### config.mk
export PLATFORM = sky130hd
export DESIGN_NAME = ref_div_top
export DESIGN_NICKNAME = d
export VERILOG_FILES = /design/src/rtl/ref_div_pkg.sv /design/src/rtl/ref_div_serial.sv /design/src/rtl/ref_div_ratio.sv /design/src/rtl/ref_div_outmux.sv /design/src/rtl/ref_div_top.sv
export SDC_FILE = /design/constraint.sdc
export NUM_CORES = 1
export LEC_CHECK = 0
export CAP_MARGIN = 5
export CORE_ASPECT_RATIO = 0.6
export CORE_MARGIN = 3
export CORE_UTILIZATION = 50
export CTS_BUF_LIST = sky130_fd_sc_hd__clkbuf_4 sky130_fd_sc_hd__clkbuf_8
export DETAILED_ROUTE_END_ITERATION = 10
export PLACE_DENSITY = 0.69
export SETUP_SLACK_MARGIN = 0.3
export SLEW_MARGIN = 40
export SYNTH_ARGS = -nofsm -noshare
export SYNTH_HDL_FRONTEND = slang
export SYNTH_SLANG_ARGS = --single-unit
### constraint.sdc
create_clock -name clk_i -period 3.35 [get_ports clk_i]
set_input_delay 0.67 -clock clk_i [delete_from_list [all_inputs] [get_ports clk_i]]
set_output_delay 0.67 -clock clk_i [all_outputs]
set_load 0.005 [all_outputs]
### src/rtl/ref_div_pkg.sv
package ref_div_pkg;
  localparam int MODE_W = 3;

  typedef enum logic [MODE_W-1:0] {
    MODE_XTAL_OFF = 3'd0,
    MODE_XTAL_ON  = 3'd1,
    MODE_REF_LOW  = 3'd2,
    MODE_REF_THRU = 3'd3,
    MODE_DIV2     = 3'd4,
    MODE_DIV4     = 3'd5,
    MODE_DIV8     = 3'd6,
    MODE_DIV16    = 3'd7
  } mode_e;
endpackage

### src/rtl/ref_div_serial.sv
module ref_div_serial #(
  parameter int WORD_W = 16
) (
  input  logic              clk_i,
  input  logic              rst_ni,
  input  logic              ser_clk_i,
  input  logic              ser_data_i,
  input  logic              ser_en_ni,
  output logic [WORD_W-1:0] word_o,
  output logic              load_o,
  output logic              commit_o
);
  localparam int CNT_W = $clog2(WORD_W + 2);
  localparam logic [CNT_W-1:0] FULL = CNT_W'(WORD_W);
  localparam logic [CNT_W-1:0] OVER = CNT_W'(WORD_W + 1);

  logic              sclk_q, en_q;
  logic [WORD_W-1:0] sh_q;
  logic [CNT_W-1:0]  bits_q;
  logic              sclk_rise, en_rise;

  assign sclk_rise = ser_clk_i & ~sclk_q;
  assign en_rise   = ser_en_ni & ~en_q;

  always_ff @(posedge clk_i or negedge rst_ni) begin
    if (!rst_ni) begin
      sclk_q <= 1'b0;
      en_q   <= 1'b1;
      sh_q   <= '0;
      bits_q <= '0;
    end else begin
      sclk_q <= ser_clk_i;
      en_q   <= ser_en_ni;
      if (ser_en_ni) begin
        bits_q <= '0;
      end else if (sclk_rise) begin
        sh_q <= {sh_q[WORD_W-2:0], ser_data_i};
        if (bits_q != OVER) bits_q <= bits_q + 1'b1;  // saturate: long frames stay invalid
      end
    end
  end

  assign word_o   = sh_q;
  assign load_o   = en_rise && (bits_q == FULL);
  assign commit_o = en_rise && (bits_q == '0) && !ser_clk_i;
endmodule

### src/rtl/ref_div_ratio.sv
module ref_div_ratio #(
  parameter int RATIO_W   = 13,
  parameter int RST_RATIO = 8
) (
  input  logic               clk_i,
  input  logic               rst_ni,
  input  logic               load_i,
  input  logic               commit_i,
  input  logic [RATIO_W-1:0] ratio_i,
  output logic [RATIO_W-1:0] hold_o,
  output logic [RATIO_W-1:0] act_o,
  output logic               tc_o
);
  localparam logic [RATIO_W-1:0] RST_VAL = RATIO_W'(RST_RATIO);
  localparam logic [RATIO_W-1:0] MIN_CNT = RATIO_W'(5);

  logic [RATIO_W-1:0] hold_q, act_q, cnt_q;
  logic               hold_legal;

  assign hold_legal = (hold_q == RATIO_W'(1)) || (hold_q >= MIN_CNT);

  always_ff @(posedge clk_i or negedge rst_ni) begin
    if (!rst_ni) begin
      hold_q <= RST_VAL;
      act_q  <= RST_VAL;
      cnt_q  <= RST_VAL - 1'b1;
    end else begin
      if (load_i) hold_q <= ratio_i;
      if (commit_i && hold_legal) act_q <= hold_q;
      // reload uses the pre-edge active ratio: switch lands on a cycle boundary
      if (cnt_q == '0) cnt_q <= act_q - 1'b1;
      else             cnt_q <= cnt_q - 1'b1;
    end
  end

  assign hold_o = hold_q;
  assign act_o  = act_q;
  assign tc_o   = (cnt_q == '0);
endmodule

### src/rtl/ref_div_outmux.sv
module ref_div_outmux
  import ref_div_pkg::*;
#(
  parameter int RST_MODE = 6
) (
  input  logic              clk_i,
  input  logic              rst_ni,
  input  logic              load_i,
  input  logic [MODE_W-1:0] mode_i,
  output logic [MODE_W-1:0] mode_o,
  output logic              ref_o,
  output logic              xtal_en_o
);
  localparam int PRE_W = (1 << MODE_W) - 4;

  mode_e             mode_q;
  logic [PRE_W-1:0]  pre_q;

  always_ff @(posedge clk_i or negedge rst_ni) begin
    if (!rst_ni) begin
      mode_q <= mode_e'(RST_MODE);
      pre_q  <= '0;
    end else begin
      pre_q <= pre_q + 1'b1;
      if (load_i) mode_q <= mode_e'(mode_i);
    end
  end

  always_comb begin
    unique case (mode_q)
      MODE_REF_THRU:                           ref_o = clk_i;
      MODE_DIV2, MODE_DIV4, MODE_DIV8, MODE_DIV16: ref_o = pre_q[mode_q[1:0]];
      default:                                 ref_o = 1'b0;
    endcase
  end

  assign xtal_en_o = (mode_q == MODE_XTAL_ON);
  assign mode_o    = mode_q;
endmodule

### src/rtl/ref_div_top.sv
module ref_div_top
  import ref_div_pkg::*;
#(
  parameter int RATIO_W   = 13,
  parameter int RST_RATIO = 8,
  parameter int RST_MODE  = 6
) (
  input  logic clk_i,
  input  logic rst_ni,
  input  logic ser_clk_i,
  input  logic ser_data_i,
  input  logic ser_en_ni,
  output logic ref_o,
  output logic xtal_en_o,
  output logic pd_ref_o
);
  localparam int WORD_W = MODE_W + RATIO_W;

  logic [WORD_W-1:0]  word;
  logic               load_p, commit_p;
  logic [RATIO_W-1:0] hold_ratio, act_ratio;
  logic [MODE_W-1:0]  mode_w;

  ref_div_serial #(.WORD_W(WORD_W)) u_ser (
    .clk_i, .rst_ni, .ser_clk_i, .ser_data_i, .ser_en_ni,
    .word_o(word), .load_o(load_p), .commit_o(commit_p)
  );

  ref_div_ratio #(.RATIO_W(RATIO_W), .RST_RATIO(RST_RATIO)) u_ratio (
    .clk_i, .rst_ni, .load_i(load_p), .commit_i(commit_p),
    .ratio_i(word[RATIO_W-1:0]), .hold_o(hold_ratio), .act_o(act_ratio),
    .tc_o(pd_ref_o)
  );

  ref_div_outmux #(.RST_MODE(RST_MODE)) u_out (
    .clk_i, .rst_ni, .load_i(load_p), .mode_i(word[WORD_W-1 -: MODE_W]),
    .mode_o(mode_w), .ref_o, .xtal_en_o
  );
endmodule

## After elaboration in Yosys (flattened, before gate mapping)

Index checks and enable logic that the tools add are counted.

- Add/sub/neg operators: 4
- $mul: 0
- Divide/modulo/power cells: 0
- Magnitude comparators: 2
- Eq/ne operators: 9
- Shift operators: 0
- Muxes and demuxes: 7
- Bitwise gates (word level): 5
- Reduce and logical (&&, ||, !) cells: 13

Operators with widths:

| kind | count |
|---|---|
| subtractor 13 x 1 -> 13 bit (second input constant) | 2 |
| two-way mux 5 bit | 3 |
| == test 13 x 1 -> 1 bit (second input constant) | 1 |
| >= comparator 13 x 3 -> 1 bit (second input constant) | 1 |
| logical NOT 13 bit | 1 |
| two-way mux 13 bit | 1 |
| == test 3 bit (second input constant) | 4 |
| adder 5 x 1 -> 5 bit (second input constant) | 1 |
| == test 5 bit (second input constant) | 1 |
| logical NOT 5 bit | 1 |
| != test 5 bit (second input constant) | 1 |
| adder 4 x 1 -> 4 bit (second input constant) | 1 |
| logical AND 1 bit | 4 |
| AND reduction 2 bit | 2 |
| nonzero test 2 bit | 2 |
| OR reduction 4 bit | 1 |
| == test 3 x 1 -> 1 bit (second input constant) | 1 |
| == test 3 x 2 -> 1 bit (second input constant) | 1 |
| < comparator 2 x 3 -> 1 bit (second input constant) | 1 |
| inverter 1 bit | 3 |
| bitwise AND 1 bit | 2 |
| binary-select mux 1 bit (select 2 bit) | 1 |
| one-hot mux 1 bit (2 select lines) | 1 |
| logical NOT 1 bit | 1 |
| 2 further kinds | 2 |

- Bits in registers: 69
- Latch bits: 0
- Memory bits (writable): 0
- Memory bits (read-only): 0
- Output and inout bits: 3
- Word-level logic and storage cells: 49
- Memories kept: 0

## Depth between registers and ports, before layout

- Depth after elaboration: 5
- Gate-level depth with buffers: 13
- Gate-level depth less buffers: 11

## By module

From an unflattened synthesis, not the netlist that was laid out.

- Cells, all modules: 248
- Area, all modules: 3181.8 um^2

By module, submodules not included:

| module | instances | cells an instance | area an instance (um^2) | sequential area each (um^2) |
|---|---|---|---|---|
| ref_div_ratio | 1 | 153 | 1858.0 | 982.2 |
| ref_div_serial | 1 | 73 | 1017.2 | 576.8 |
| ref_div_outmux | 1 | 22 | 306.5 | 177.7 |

==> results.cfg <==
[status]
status = complete, no violations

[layout]
area_growth_pct = 15.4
layout-drive-gt1-share_pct = 36.6
final_cell_mix = dfrtp_1 (61), mux2_2 (45), nor2_1 (19)
nets = 278
final_core_utilization_pct = 61.9
diodes = 0
final_common_cell = dfrtp_1

[synthesis]
synthCells = 244
netlist_top_cells_area = dfrtp_1 (49%), mux2_2 (16%), dfstp_2 (6.7%)
yosysUniqueCellTypes = 45
yosysWarnings = 0
synth_area_leader_cell = dfrtp_1
synth_fp_nets = 254
synth-async-reset-ratio_pct = 100
avgSynthCellArea_um2 = 12.8
ys.flop_type = dfrtp_1
netlist.area_leader.share_pct = 49.0
synth_edf_count = 0
synth-seq-area-share_pct = 55.7
ys_seq_elements = 69
synth_area_um2 = 3120

[global_route]
grt_pass1_wl_um = 9690
grt_max_degree = 70
antenna_found_initial = 0
grt-ovfl-total = 0
gr-usage-all-layers_pct = 18.1
grt_pass1_vias = 1960

[die]
die_h_um = 67.2
die_w_um = 108
die_area_um2 = 7250
initial_utilization_pct = 53.7
io_pins = 8
coreArea_um2 = 5810
row_count = 21

[drt]
drt-initial-drc-count = 133
dr.pass1.iters = 4
routed_wl_um = 5650
vias = 1984
wl_per_cell_um = 16.0
route.detailed.drc = 0
avgViaCountPerCell = 5.62
drtAntennaViolNets = 0

[worst_setup_path]
path_cells = or3_4, nor4_4, nand2_2, inv_6, clkdlybuf4s50_1
cp.buffers_inverters = 2
cp-end-kind = primary output
worst_path_max_delay_cell = clkdlybuf4s50_1
cp-start-kind = flip-flop
worstPathRequired_ns = 2.68
path_class = reg -> out
ff2ff_path_depth = 12
arrival_ns = 2.33
critPathLaunch = u_ratio.cnt_q[1]
slowest_delay_ns = 0.50
crit_fanout = 8
critical_path_depth = 5
worstReg2RegStart = u_ratio.cnt_q[2]
cp_top_family = simple AND/OR/NAND/NOR gates

[timing]
relSlewSlack_pct = 52.4
tightest_slew_ns = 0.712
rsz0062_at_grt = true
setup_viol = 0
hold_viol = 0
drv_slew = 0
period_share_pct = 89.5
fin_tns_setup_ns = 0
finalCriticalPeriod_ns = 3.00
skew_ns = 0.0107
fmax_mhz = 333

[placement]
io_buffers = 7
dpl.hpwl_um = 3660
gp_congestion = 0.920

[clock_network]
cts_hold_buffers = 0
clk_latency_ns = 0.45
cts_tree = yes
clk_pin_slew_ns = 0.07

[power]
cellInternalPower_mw = 1.39
switching_share_pct = 23.0
power_frac_comb_pct = 4.9
pwr-share-seq_pct = 51.1
pwr_density_cell_nw_per_um2 = 503
clkPwrFrac_pct = 44.0
vdd_drop_max_mv = 0.274
netSwitchingPower_mw = 0.415
leakagePower_nw = 1.61

[job]
max-cap-violations = 0

[min_path]
min_path_type = in -> async
## area by class of cell
type                            count  area (um2)
Tap cell                           80         100
Inverter                            9        38.8
Clock buffer                       15         196
Timing Repair Buffer               15         135
Sequential cell                    69        1740
Fill cell                         474        2210
Clock inverter                      5        60.1
Multi-Input combinational cell    160        1330
## flip-flops by register name (all words and copies together) (netlist names)
signal,flops
u_ratio.cnt_q,13
u_ratio.act_o,13
u_out.pre_q,4
u_ser.bits_q,5
u_ser.word_o,16
u_out.mode_o,3
u_ser.sclk_q,1
u_ser.en_q,1
u_ratio.hold_o,13
## cells in the mapped netlist (all sizes together), types with 2 or more instances
| cell | n |
|---|---|
| o31a | 2 |
| a41oi | 2 |
| clkbuf | 3 |
| nor4 | 5 |
| mux2 | 45 |
| a21o | 2 |
| nand3 | 6 |
| dfrtp | 61 |
| ha | 5 |
| a211o | 2 |
| o21ai | 5 |
| a31oi | 2 |
| xor2 | 5 |
| a21oi | 10 |
| o31ai | 4 |
| buf | 3 |
| or3 | 6 |
| a31o | 2 |
| or2 | 2 |
| nor2 | 19 |
| a211oi | 3 |
| dfstp | 8 |
| nor3 | 6 |
| inv | 9 |
| nand4b | 2 |
| nand2 | 5 |
| mux2i | 2 |
| nand2b | 2 |
| xnor2 | 7 |
## per-layer routing
metal | global-route usage [%] | vias to the layer above | wire length (um)
met5 | 0 | - | 0
met4 | 6.14 | 0 | 32
met3 | 8.88 | 4 | 348
met2 | 23.8 | 53 | 2310
met1 | 25.7 | 986 | 2960
li1 | - | 941 | -
## metrics by stage
step                      instance area [um2]  std cells  worst slack (ns)  hold WS, ns  power (mW)
after floorplan                          3120        244             0.528        0.374       0.989
after global placement                   3290        329             0.393        0.455        1.03
after detailed placement                 3290        329             0.316        0.459        1.04
after CTS                                3570        350             0.271        0.236        1.83
after global routing                     3600        353             0.286        0.238        1.89
final                                    3600        353             0.350        0.223        1.81
## power groups by stage
| stage | registers [mW] | logic [mW] | clock network (mW) |
|---|---|---|---|
| finish | 0.924 | 0.0889 | 0.795 |
| global route | 0.931 | 0.0998 | 0.861 |
| CTS | 0.925 | 0.0917 | 0.816 |
| detailed placement | 0.940 | 0.0906 | 0.00508 |
| global placement | 0.937 | 0.0873 | 0.00508 |
| floorplan | 0.925 | 0.0581 | 0.00508 |
## logic make-up after synthesis
kind of cell / count (synthesis) / share of synthesized area, %
adders and majority gates: 5 / 2.01
DFF: 69 / 55.7
xor gates and xnor gates: 12 / 3.37
and+or+nand+nor: 57 / 10.4
AOI/OAI and AO/OA: 39 / 9.35
buffers and inverters: 15 / 2.29
muxes: 47 / 16.9
## path summary, 6_finish.rpt
kind	slack, ns	end
setup / recovery	0.35	pd_ref_o
hold / removal	0.22	u_ratio.cnt_q[11]
setup reg to reg	0.56	u_ratio.cnt_q[10]
hold reg to reg	0.47	u_out.pre_q[0]
max in group asynchronous	2.78	u_ratio.cnt_q[2]
min in group clk_i	0.47	u_out.pre_q[0]
## repair_timing
action / in CTS / in global routing
pin swaps: 0 / 1
resized for setup: 7 / 2
endpoints found under the setup margin: 3 / 4
buffers inserted: 2 / 3
Note: power is estimated with default switching activity, not from simulation.
